===== src/rtl/evs_pkg.sv =====
package evs_pkg;

    typedef enum logic [2:0] {
        ST_IDLE,
        ST_OTP,
        ST_WAIT,
        ST_ERASE,
        ST_EE,
        ST_SEC,
        ST_READY,
        ST_FAULT
    } seq_state_t;

    typedef struct packed {
        seq_state_t st;
    } seq_regs_t;

endpackage


===== src/rtl/evs_scan.sv =====
module evs_scan #(
    parameter int          DEPTH  = 64,
    parameter int          DATA_W = 8,
    parameter logic [7:0]  ERASED = 8'h00,
    parameter int          AW     = (DEPTH > 1) ? $clog2(DEPTH) : 1
) (
    input  logic              clk,
    input  logic              rst,
    input  logic              go,
    input  logic [DATA_W-1:0] rd_data,
    output logic              rd_en,
    output logic [AW-1:0]     addr,
    output logic              pass,
    output logic              fail
);

    localparam logic [AW-1:0]     LAST    = AW'(DEPTH - 1);
    localparam logic [DATA_W-1:0] BLANK_V = DATA_W'(ERASED);

    typedef struct packed {
        logic          active;
        logic [AW-1:0] addr;
        logic          pend;
        logic          pend_last;
    } scan_regs_t;

    scan_regs_t s_q, s_d;
    logic issue;

    always_comb begin
        s_d   = s_q;
        pass  = 1'b0;
        fail  = 1'b0;
        if (s_q.pend) begin
            if (rd_data != BLANK_V) begin
                fail        = 1'b1;
                s_d.active  = 1'b0;
            end else if (s_q.pend_last) begin
                pass = 1'b1;
            end
        end
        issue         = s_q.active && !fail;
        s_d.pend      = issue;
        s_d.pend_last = issue && (s_q.addr == LAST);
        if (issue) begin
            if (s_q.addr == LAST) begin
                s_d.active = 1'b0;
            end else begin
                s_d.addr = s_q.addr + 1'b1;
            end
        end
        if (go) begin
            s_d.active = 1'b1;
            s_d.addr   = '0;
        end
        rd_en = issue;
        addr  = s_q.addr;
    end

    always_ff @(posedge clk) begin
        if (rst) begin
            s_q <= '0;
        end else begin
            s_q <= s_d;
        end
    end

    // consecutive reads step the address up by one
    assert_addr_ascend_R2: assert property (@(posedge clk) disable iff (rst)
        (rd_en && $past(rd_en)) |-> (addr == AW'($past(addr) + 1'b1)));

    // a failing compare stops further reads
    assert_stop_on_fail_R3: assert property (@(posedge clk) disable iff (rst)
        fail |=> !rd_en);

    // a start request only arrives while the scanner is quiet
    assert_go_when_idle_R2: assert property (@(posedge clk) disable iff (rst)
        go |-> (!s_q.active && !s_q.pend));

    assert_pass_fail_excl_R8: assert property (@(posedge clk) disable iff (rst)
        !(pass && fail));

endmodule


===== src/rtl/evs_timer.sv =====
module evs_timer #(
    parameter int CYCLES = 1000,
    parameter int CW     = $clog2(CYCLES + 1)
) (
    input  logic clk,
    input  logic rst,
    input  logic go,
    output logic busy,
    output logic done
);

    localparam logic [CW-1:0] END_CNT = CW'(CYCLES - 1);

    typedef struct packed {
        logic          busy;
        logic [CW-1:0] cnt;
    } tmr_regs_t;

    tmr_regs_t t_q, t_d;

    always_comb begin
        t_d  = t_q;
        done = 1'b0;
        if (t_q.busy) begin
            if (t_q.cnt == END_CNT) begin
                t_d.busy = 1'b0;
                done     = 1'b1;
            end else begin
                t_d.cnt = t_q.cnt + 1'b1;
            end
        end
        if (go) begin
            t_d.busy = 1'b1;
            t_d.cnt  = '0;
        end
        busy = t_q.busy;
    end

    always_ff @(posedge clk) begin
        if (rst) begin
            t_q <= '0;
        end else begin
            t_q <= t_d;
        end
    end

    // counter never runs past the programmed length
    assert_cnt_bound_R6: assert property (@(posedge clk) disable iff (rst)
        t_q.busy |-> (t_q.cnt <= END_CNT));

    // the pulse ends right after the terminal count
    assert_end_pulse_R6: assert property (@(posedge clk) disable iff (rst)
        (done && !go) |=> !busy);

endmodule


===== src/rtl/erase_verify_seq.sv =====
module erase_verify_seq #(
    parameter int OTP_DEPTH    = 16384,
    parameter int EE_DEPTH     = 256,
    parameter int DATA_W       = 8,
    parameter int ERASE_CYCLES = 10_000_000,
    parameter int OTP_AW       = (OTP_DEPTH > 1) ? $clog2(OTP_DEPTH) : 1,
    parameter int EE_AW        = (EE_DEPTH > 1) ? $clog2(EE_DEPTH) : 1
) (
    input  logic              clk,
    input  logic              rst,
    input  logic              arm_en,
    output logic              otp_rd,
    output logic [OTP_AW-1:0] otp_addr,
    input  logic [DATA_W-1:0] otp_data,
    output logic              ee_rd,
    output logic [EE_AW-1:0]  ee_addr,
    input  logic [DATA_W-1:0] ee_data,
    output logic              erase_pulse,
    output logic              sec_clear,
    output logic              led_red,
    output logic              led_green,
    output logic              prog_ready
);

    import evs_pkg::*;

    seq_regs_t r_q, r_d;

    logic otp_go, otp_pass, otp_fail;
    logic ee_go, ee_pass, ee_fail;
    logic erase_go, erase_done;

    evs_scan #(
        .DEPTH  (OTP_DEPTH),
        .DATA_W (DATA_W),
        .ERASED (8'h00),
        .AW     (OTP_AW)
    ) u_otp_scan (
        .clk     (clk),
        .rst     (rst),
        .go      (otp_go),
        .rd_data (otp_data),
        .rd_en   (otp_rd),
        .addr    (otp_addr),
        .pass    (otp_pass),
        .fail    (otp_fail)
    );

    evs_scan #(
        .DEPTH  (EE_DEPTH),
        .DATA_W (DATA_W),
        .ERASED (8'hFF),
        .AW     (EE_AW)
    ) u_ee_scan (
        .clk     (clk),
        .rst     (rst),
        .go      (ee_go),
        .rd_data (ee_data),
        .rd_en   (ee_rd),
        .addr    (ee_addr),
        .pass    (ee_pass),
        .fail    (ee_fail)
    );

    evs_timer #(
        .CYCLES (ERASE_CYCLES)
    ) u_erase_timer (
        .clk  (clk),
        .rst  (rst),
        .go   (erase_go),
        .busy (erase_pulse),
        .done (erase_done)
    );

    always_comb begin
        r_d      = r_q;
        otp_go   = 1'b0;
        ee_go    = 1'b0;
        erase_go = 1'b0;
        unique case (r_q.st)
            ST_IDLE: begin
                otp_go   = 1'b1;
                r_d.st   = ST_OTP;
            end
            ST_OTP: begin
                if (otp_fail)      r_d.st = ST_FAULT;
                else if (otp_pass) r_d.st = ST_WAIT;
            end
            ST_WAIT: begin
                if (arm_en) begin
                    erase_go = 1'b1;
                    r_d.st   = ST_ERASE;
                end
            end
            ST_ERASE: begin
                if (erase_done) begin
                    ee_go  = 1'b1;
                    r_d.st = ST_EE;
                end
            end
            ST_EE: begin
                if (ee_fail)      r_d.st = ST_FAULT;
                else if (ee_pass) r_d.st = ST_SEC;
            end
            ST_SEC:   r_d.st = ST_READY;
            ST_READY: r_d.st = ST_READY;
            ST_FAULT: r_d.st = ST_FAULT;
            default:  r_d.st = ST_FAULT;
        endcase
        sec_clear  = (r_q.st == ST_SEC);
        prog_ready = (r_q.st == ST_READY);
        led_red    = (r_q.st == ST_FAULT);
        led_green  = (r_q.st == ST_WAIT) || (r_q.st == ST_ERASE) ||
                     (r_q.st == ST_EE)   || (r_q.st == ST_SEC)   ||
                     (r_q.st == ST_READY);
    end

    always_ff @(posedge clk) begin
        if (rst) begin
            r_q.st <= ST_IDLE;
        end else begin
            r_q <= r_d;
        end
    end

    // a fault is permanent
    assert_red_sticky_R3: assert property (@(posedge clk) disable iff (rst)
        led_red |=> led_red);

    assert_leds_excl_R8: assert property (@(posedge clk) disable iff (rst)
        !(led_red && led_green));

    // no EEPROM access while waiting for the enable
    assert_no_ee_wait_R5: assert property (@(posedge clk) disable iff (rst)
        (r_q.st == ST_WAIT) |-> (!ee_rd && !erase_pulse));

    // the erase only starts after the enable was seen
    assert_erase_after_en_R6: assert property (@(posedge clk) disable iff (rst)
        $rose(erase_pulse) |-> $past(arm_en));

    // security strobe is one cycle and precedes ready
    assert_sec_single_R9: assert property (@(posedge clk) disable iff (rst)
        sec_clear |=> (!sec_clear && prog_ready));

    assert_ready_after_sec_R9: assert property (@(posedge clk) disable iff (rst)
        $rose(prog_ready) |-> $past(sec_clear));

    assert_ready_sticky_R9: assert property (@(posedge clk) disable iff (rst)
        prog_ready |=> prog_ready);

endmodule


===== config.mk =====
export PLATFORM = sky130hd
export DESIGN_NAME = erase_verify_seq
export DESIGN_NICKNAME = d
export VERILOG_FILES = /design/src/rtl/evs_pkg.sv /design/src/rtl/evs_scan.sv /design/src/rtl/evs_timer.sv /design/src/rtl/erase_verify_seq.sv
export SDC_FILE = /design/constraint.sdc
export NUM_CORES = 1
export LEC_CHECK = 0
export BUFFER_PORTS_ARGS = -buffer_cell sky130_fd_sc_hd__buf_2
export CELL_PAD_IN_SITES_DETAIL_PLACEMENT = 0
export CELL_PAD_IN_SITES_GLOBAL_PLACEMENT = 1
export CORE_MARGIN = 1.5
export CORE_UTILIZATION = 36
export DETAILED_ROUTE_END_ITERATION = 8
export HOLD_SLACK_MARGIN = 0.06
export PLACE_DENSITY_LB_ADDON = 0.15
export SLEW_MARGIN = 30
export SYNTH_ARGS = -nofsm -noshare
export SYNTH_HDL_FRONTEND = slang
export SYNTH_SLANG_ARGS = --single-unit

===== constraint.sdc =====
create_clock -name clk -period 4.1 [get_ports clk]
set_input_delay 0 -clock clk [delete_from_list [all_inputs] [get_ports clk]]
set_output_delay 0 -clock clk [all_outputs]
set_load 0.005 [all_outputs]

==> results.md, run 1 <==
- Worst slew margin: 59.9%
- Status: finished, final reports clean
- Chip height: 94.4 µm
- All-layer global routing usage: 15.0%
- Fin. max-slew vios: 0
- Setup Skew: 10.2 ps
- Cells after Synth: 343
- Max_cap viols: 0
- DR vias: 2421
- Clock root buffer master: clkbuf_8
- Num rows: 33
- XOR/XNOR share of the synthesized area: 7.29%
- Port buffer count: 47
- Largest net degree at the start of global routing: 25
- Synth Area in Adders: 1.25%
- Post-layout min period: 2310 ps
- Setup violators final: 0
- Clk buf depth: 2
- Num CTS Buffers: 5
- Clock-pin slew on the worst setup and hold paths: 100 ps
- Asr flop ratio synth: 0%
- Crit-path max FO: 7
- Yosys reg bits: 56
- Via density: 5.09
- Unique cell type count in the Yosys netlist: 50
- Sequential fraction of the synthesis area: 37.3%
- Number of flops mapped to enable cells by yosys: 0
- Post-CTS sizing: 0
- Leak: 1.23 nW
- Post-Syn Area: 3010 µm²
- Starting Density: 36.9%
- Mux contribution to synthesized area: 0.666%
- Crit-path leading delay family: simple AND/OR/NAND/NOR gates
- Vias in the first global route: 2260
- PwrDens: 336 nW/µm²
- Setup_tns: 0 ps
- Reg2reg start: u_erase_timer.t_q[0]$_SDFFE_PP0P_
- Initial antenna violation count: 0
- H-tree depth: 2
- Data required time of the worst path: 4300 ps
- Pre-CTS setup slack: 2060 ps
- Reg power frac: 54.1%
- Least-Margin Pin Slew: 602 ps
- Min-Delay Path Class: in2reg
- Cell Chain, Critical Path: ha_1 -> nand4_1 -> or2_1 -> o21ai_4 -> a21oi_1 -> dlygate4sd3_1
- Nets: 392
- Part of the power in the clock network: 29.2%
- Worst setup SP type: flop
- Tcrit/Tclk final: 56.4%
- Ys Warns: 0
- Worst path slowest cell: dlygate4sd3_1
- Largest family of logic cells by synthesized area: simple AND/OR/NAND/NOR gates
- CP Class: reg2reg
- Area Growth Syn to Fin: 9.41%
- Crit-path max cell delay: 560 ps
- Worst path bufs/invs: 1
- NetSw: 331 µW
- Core area: 8130 µm²
- N_diodes: 0
- Cell Int Power: 772 µW
- Post-Syn Area per Cell: 8.76 µm²
- Die Wd: 94.4 µm
- Remaining antenna violation count: 0
- Final WL: 6270 µm
- Arrival @ worst endpoint: 2520 ps
- Sink Count: 56
- Synth Flop Type: dfxtp_1
- DRC violations left: 0
- DRT iter0 DRCs: 71
- Ports: 48
- Hold Worst Slack: 226 ps
- Die ar.: 8910 µm²
- Clock latency on the worst-skew pair: 310 ps
- Setup crit end kind: flop
- Final WS setup: 1790 ps
- Grt total ovfl: 0
- CTS tree: yes
- Pre-antenna DRT Iters: 4
- Gpl congestion: 0.773
- Layout cells sized above 1: 19.7%
- Max VDD drop: 0.125 mV
- DPL Wire Length: 4550 µm
- Worst hold start: ee_data[0]
- Sw Ratio: 30.0%
- Synth Net Count: 365
- Crit path from: u_erase_timer.t_q[0]$_SDFFE_PP0P_
- Combinational share of power: 16.6%
- Simple-Gate Fraction of Synth Area: 31.3%
- Final Hold Fails: 0
- First-pass GRT wire length: 10700 µm
- WL per Instance: 13.2 µm
- Max Clk Rate: 432 MHz
- Synth Area in Compound Gates: 13.9%
- RSZ-0062 raised after global routing: no
-- per-stage QoR --
step / power [mW] / std cells / area, µm² / utilization, %
after floorplan: 0.752 / 343 / 3010 / -
after global placement: 0.793 / 465 / 3160 / 38.9
after detailed placement: 0.793 / 465 / 3160 / 38.9
after CTS: 1.12 / 476 / 3290 / 40.4
after global routing: 1.17 / 476 / 3290 / 40.4
final: 1.10 / 476 / 3290 / 40.4
-- area by class of cell --
| type | instances | area [µm²] |
|---|---|---|
| fill | 834 | 4850 |
| clock buffer | 7 | 86.3 |
| tap | 105 | 131 |
| multi-input combinational | 247 | 1640 |
| inverter | 10 | 37.5 |
| timing repair buffer | 50 | 265 |
| sequential | 56 | 1120 |
| clock inverter | 1 | 7.51 |
-- worst reg2reg max path: stages (launching register included) --
cell	delay (ps)
dfxtp_1	410
ha_1	240
nand4_1	260
or2_1	390
o21ai_4	250
a21oi_1	110
dlygate4sd3_1	560
-- synthesized netlist by cell type, types with 2 or more instances --
master     count  share of area, %
nor4_4         2               1.4
nor3b_1        2              0.50
nor2_1        38               4.7
o211ai_1       5               1.2
o2111ai_2      2               1.0
clkbuf_1       5              0.62
inv_1          9               1.1
and2_1         2              0.42
o21ai_0       10               1.7
nor4_2         2              0.83
a31oi_1        2              0.42
ha_1           3               1.2
nor3_1        13               2.2
and4_1         5               1.5
nor4_1         4              0.83
or3_1         13               2.7
dfxtp_1       56                37
xnor2_1       17               5.0
nand2b_1       2              0.42
or4_1          6               1.5
o21ai_1        6               1.0
nand2_1       20               2.5
nand3_1       15               2.5
or2_1          2              0.42
mux2i_1        2              0.67
nand4_4        2               1.4
nand4_1       13               2.7
o31ai_1        4               1.0
a21oi_1       24               4.0
and3_1         6               1.2
o211ai_4       2               1.4
xor2_1         8               2.3
buf_4         24               6.0
-- power by group through the flow --
stage | Combinational [mW] | Clock [mW] | Sequential [mW]
after CTS | 0.188 | 0.338 | 0.597
after global placement | 0.184 | 0 | 0.609
after detailed placement | 0.183 | 0 | 0.609
final | 0.183 | 0.323 | 0.597
after global routing | 0.211 | 0.360 | 0.602
after floorplan | 0.162 | 0 | 0.590
-- layout by cell type (no fill, tap or decap), types with 8 or more instances in the layout --
| cell | count |
|---|---|
| dfxtp_1 | 56 |
| buf_2 | 47 |
| nor2_1 | 38 |
| a21oi_1 | 24 |
| nand2_1 | 20 |
| xnor2_1 | 17 |
| nand3_1 | 15 |
| nor3_1 | 13 |
| nand4_1 | 13 |
| or3_1 | 13 |
| o21ai_0 | 10 |
| inv_1 | 9 |
| xor2_1 | 8 |
-- timing repair --
item / CTS / global route
hold endpoints to repair: 5 / 0
hold buffers: 3 / 0
setup buffers: 0 / 0
-- routing by layer --
layer	vias to the layer above	GRT usage (%)	wire length, µm
met5	-	0	0
met4	0	4.48	61
met3	6	2.74	188
met2	39	23.7	2850
met1	1094	20.7	3170
li1	1282	-	-
-- registers in the layout, indices dropped and copies added (netlist names) --
register            cells
u_erase_timer.t_q      24
u_otp_scan.addr        14
u_ee_scan.addr          8
r_q                     3
u_ee_scan.s_q           3
u_otp_scan.s_q          3
u_erase_timer.busy      1
-- cells by family after synthesis --
kind of cell / Yosys count
and+or+nand+nor: 156
muxes: 2
AOI/OAI and AO/OA: 61
buffers and inverters: 40
xor gates and xnor gates: 25
adders and majority gates: 3
DFF: 56
-- worst paths after layout --
path	to	slack [ps]	cells after the start
max	u_erase_timer.busy$_SDFF_PP0_	1790	6
min	u_ee_scan.s_q[1]$_SDFF_PP0_	230	5
max reg2reg	u_erase_timer.busy$_SDFF_PP0_	1790	6
min reg2reg	u_ee_scan.s_q[1]$_SDFF_PP0_	500	2
Power figures use the tool's default switching activity.
==> run 2, diff against run 1 <==
ABC_AREA = 1   (was default)
clock period = 2.1 ns   (was 4.1 ns; I/O delays follow)
==> run 2 against run 1 <==
Against the previous run:
- hold slack lost 89 ps
- die area increased by 16%
- clock-buffer cell count is the same
- register-to-register slack worse by 1500 ps
- final cell count up 50%
- clock power up 95%
- sequential share of layout area is 4.8 points lower
- synthesized area up 17%
- routed wire length is 36% higher
- worst setup slack worse by 1500 ps
- clock skew fell by 2.6 ps
- critical path type unchanged
==> results.md, run 2 <==
- Status: finished, final reports clean
- Worst path bufs/invs: 3
- Worst reg2reg setup slack: 290 ps
- RSZ-0062 raised after global routing: no
- Worst path slowest cell: dfxtp_1
- Number of cells on the critical path: 10
- Post-Syn Area per Cell: 6.31 µm²
- Crit path from: u_erase_timer.t_q[1]$_SDFFE_PP0P_
- Num CTS Buffers: 5
- Cells after Synth: 557
- Unique cell type count in the Yosys netlist: 27
- Largest net degree at the start of global routing: 24
- Max VDD drop: 0.416 mV
- Post-Syn Area: 3520 µm²
- First-pass GRT wire length: 14000 µm
- Max_cap viols: 0
- Number of flops mapped to enable cells by yosys: 0
- Chip height: 102 µm
- Max FFs per register: 24
- Tcrit/Tclk final: 86.4%
- Pre-antenna DRT Iters: 4
- CTS tree: yes
- Pre-CTS setup slack: 272 ps
- Die Wd: 102 µm
- Min-Delay Path Class: in2reg
- RR Endpoint: u_erase_timer.t_q[10]$_SDFFE_PP0P_
- Commonest non-fill, non-tap cell in the layout: nand2_1
- Sink Count: 56
- Setup violators final: 0
- Filler cells: 1060
- Share of the synthesized area in the top cell type: 31.9%
- Clock-pin slew on the worst setup and hold paths: 100 ps
- Leak: 1.47 nW
- Clock root buffer master: clkbuf_8
- Clock latency on the worst-skew pair: 310 ps
- Num rows: 35
- Initial antenna violation count: 0
- Synth Flop Type: dfxtp_1
- N_diodes: 0
- Post-layout min period: 1810 ps
- Top reg by flops: u_erase_timer.t_q
- PwrDens: 620 nW/µm²
- All-layer global routing usage: 16.8%
- Ys Warns: 0
- Crit-path leading delay family: simple AND/OR/NAND/NOR gates
- Port buffer count: 47
- Crit-path max cell delay: 410 ps
- Final WL: 8540 µm
- Max Clk Rate: 551 MHz
- DR vias: 3366
- Crit-path max FO: 16
- Register-to-Register Path Depth: 10
- Count leader, synth: nand2_1
- Hold Worst Slack: 137 ps
- Cell Chain, Critical Path: ha_1 -> inv_2 -> nor2_4 -> inv_2 -> nor2_2 -> nand3_2 -> nand2_4 -> buf_4 -> nand2_1 -> a21oi_1
- Vias in the first global route: 3017
- Synth top area cells: dfxtp_1 32%, nand2_1 19%, nor2_1 8.4%
- Total power: 2.37 mW
- Final Hold Fails: 0
- Setup_tns: 0 ps
- Grt total ovfl: 0
- Clk buf depth: 2
- Setup crit end kind: flop
- Data required time of the worst path: 2340 ps
- Area Growth Syn to Fin: 8.86%
- DRT iter0 DRCs: 100
- Synth Net Count: 579
- Critical Path Sink: u_erase_timer.t_q[10]$_SDFFE_PP0P_
- H-tree depth: 2
- Via density: 4.70
- Worst slew margin: 72.9%
- WL per Instance: 11.9 µm
- Synth area leader: dfxtp_1
- Reg2reg start: u_erase_timer.t_q[1]$_SDFFE_PP0P_
- Commonest cells post-synth: 175 x nand2_1, 79 x nor2_1, 56 x dfxtp_1
- Yosys reg bits: 56
- CP Class: reg2reg
- Starting Density: 37.5%
- Ports: 48
- Die ar.: 10400 µm²
- Post CTS Setup Buffer Count: 0
- Fin. max-slew vios: 0
- Least-Margin Pin Slew: 406 ps
- Asr flop ratio synth: 0%
- Setup Skew: 7.53 ps
- Final WS setup: 285 ps
- Most frequent cells in the layout: 175 x nand2_1, 79 x nor2_1, 56 x dfxtp_1, 52 x inv_1, 47 x buf_2
- Arrival @ worst endpoint: 2060 ps
- Fin util: 40.8%
- Most numerous cell on the critical path: inv_2
- Worst setup SP type: flop
- Post-CTS sizing: 0
- Layout cells sized above 1: 13.6%
- Gpl congestion: 0.845
- Core area: 9370 µm²
- Nets: 608
- DRC violations left: 0
- Sequential fraction of the synthesis area: 31.9%
- Remaining antenna violation count: 0
- DPL Wire Length: 6660 µm
## run 2: cell types whose count changed after synthesis, moves of 6 or more
| cell | change |
|---|---|
| a21oi_1 | +20 |
| and3_1 | -6 |
| inv_1 | +43 |
| nand2_1 | +155 |
| nand3_1 | +18 |
| nor2_1 | +41 |
| o21ai_1 | -6 |
| or3_1 | -13 |
| or4_1 | -6 |
| xnor2_1 | -12 |
| xor2_1 | +14 |
## run 2: final cells by class
class	count	area (µm²)	share of cell area, %
clock inverters	1	7.51	0.196
well taps	129	161	4.22
multi-input cells	410	1930	50.4
repair buffers	56	308	8.04
inverters	57	214	5.59
flip-flops and latches	56	1120	29.3
clock buffers	7	86.3	2.26
## run 2: kinds of logic (layout without fill, tap and decap cells)
logic type | after synthesis | after routing | share of synthesized area [%]
and+or+nand+nor | 322 | 322 | 38.3
buffers and inverters | 91 | 121 | 13.2
AOI/OAI and AO/OA | 58 | 58 | 8.83
DFF | 56 | 56 | 31.9
xor gates and xnor gates | 27 | 27 | 6.73
adders and majority gates | 3 | 3 | 1.07
## run 2: timing repair
item	in CTS	in global routing
endpoints found under the hold margin	8	0
hold buffers	2	0
setup endpoints to repair	0	0
## run 2: layer usage
metal	GRT usage (%)	vias to the layer above	share of wire, %
met5	0	-	0
met4	2.85	0	0.67
met3	2.87	5	3.2
met2	28.5	51	46
met1	22.8	1532	50
li1	-	1778	-
## run 2: worst min path at each step
stage,end,from,cells past startpoint
floorplan,u_erase_timer.busy$_SDFF_PP0_,arm_en,2
global placement,u_erase_timer.busy$_SDFF_PP0_,rst,2
detailed placement,u_erase_timer.busy$_SDFF_PP0_,rst,2
CTS,u_otp_scan.s_q[1]$_SDFF_PP0_,otp_data[7],6
global route,u_otp_scan.s_q[1]$_SDFF_PP0_,otp_data[6],6
finish,u_otp_scan.s_q[1]$_SDFF_PP0_,otp_data[7],6
## run 2: worst register-to-register path: cells and delay by family, from the launching register on
| kind | cells | cell delay, ps |
|---|---|---|
| AOI/OAI and AO/OA | 1 | 150 |
| adders and majority gates | 1 | 290 |
| buffers and inverters | 3 | 360 |
| DFF | 1 | 410 |
| and+or+nand+nor | 5 | 560 |
## run 2: stage by stage
stage | std cells | instance area, µm²
after floorplan | 557 | 3520
after global placement | 706 | 3710
after detailed placement | 706 | 3710
after CTS | 716 | 3830
after global routing | 716 | 3830
final | 716 | 3830
## run 2: power by group
| part | switching [mW] | internal, mW | total (mW) |
|---|---|---|---|
| Clock | 0.359 | 0.269 | 0.629 |
| Combinational | 0.385 | 0.189 | 0.575 |
| Sequential | 0.0592 | 1.11 | 1.17 |
| Total | 0.804 | 1.57 | 2.37 |
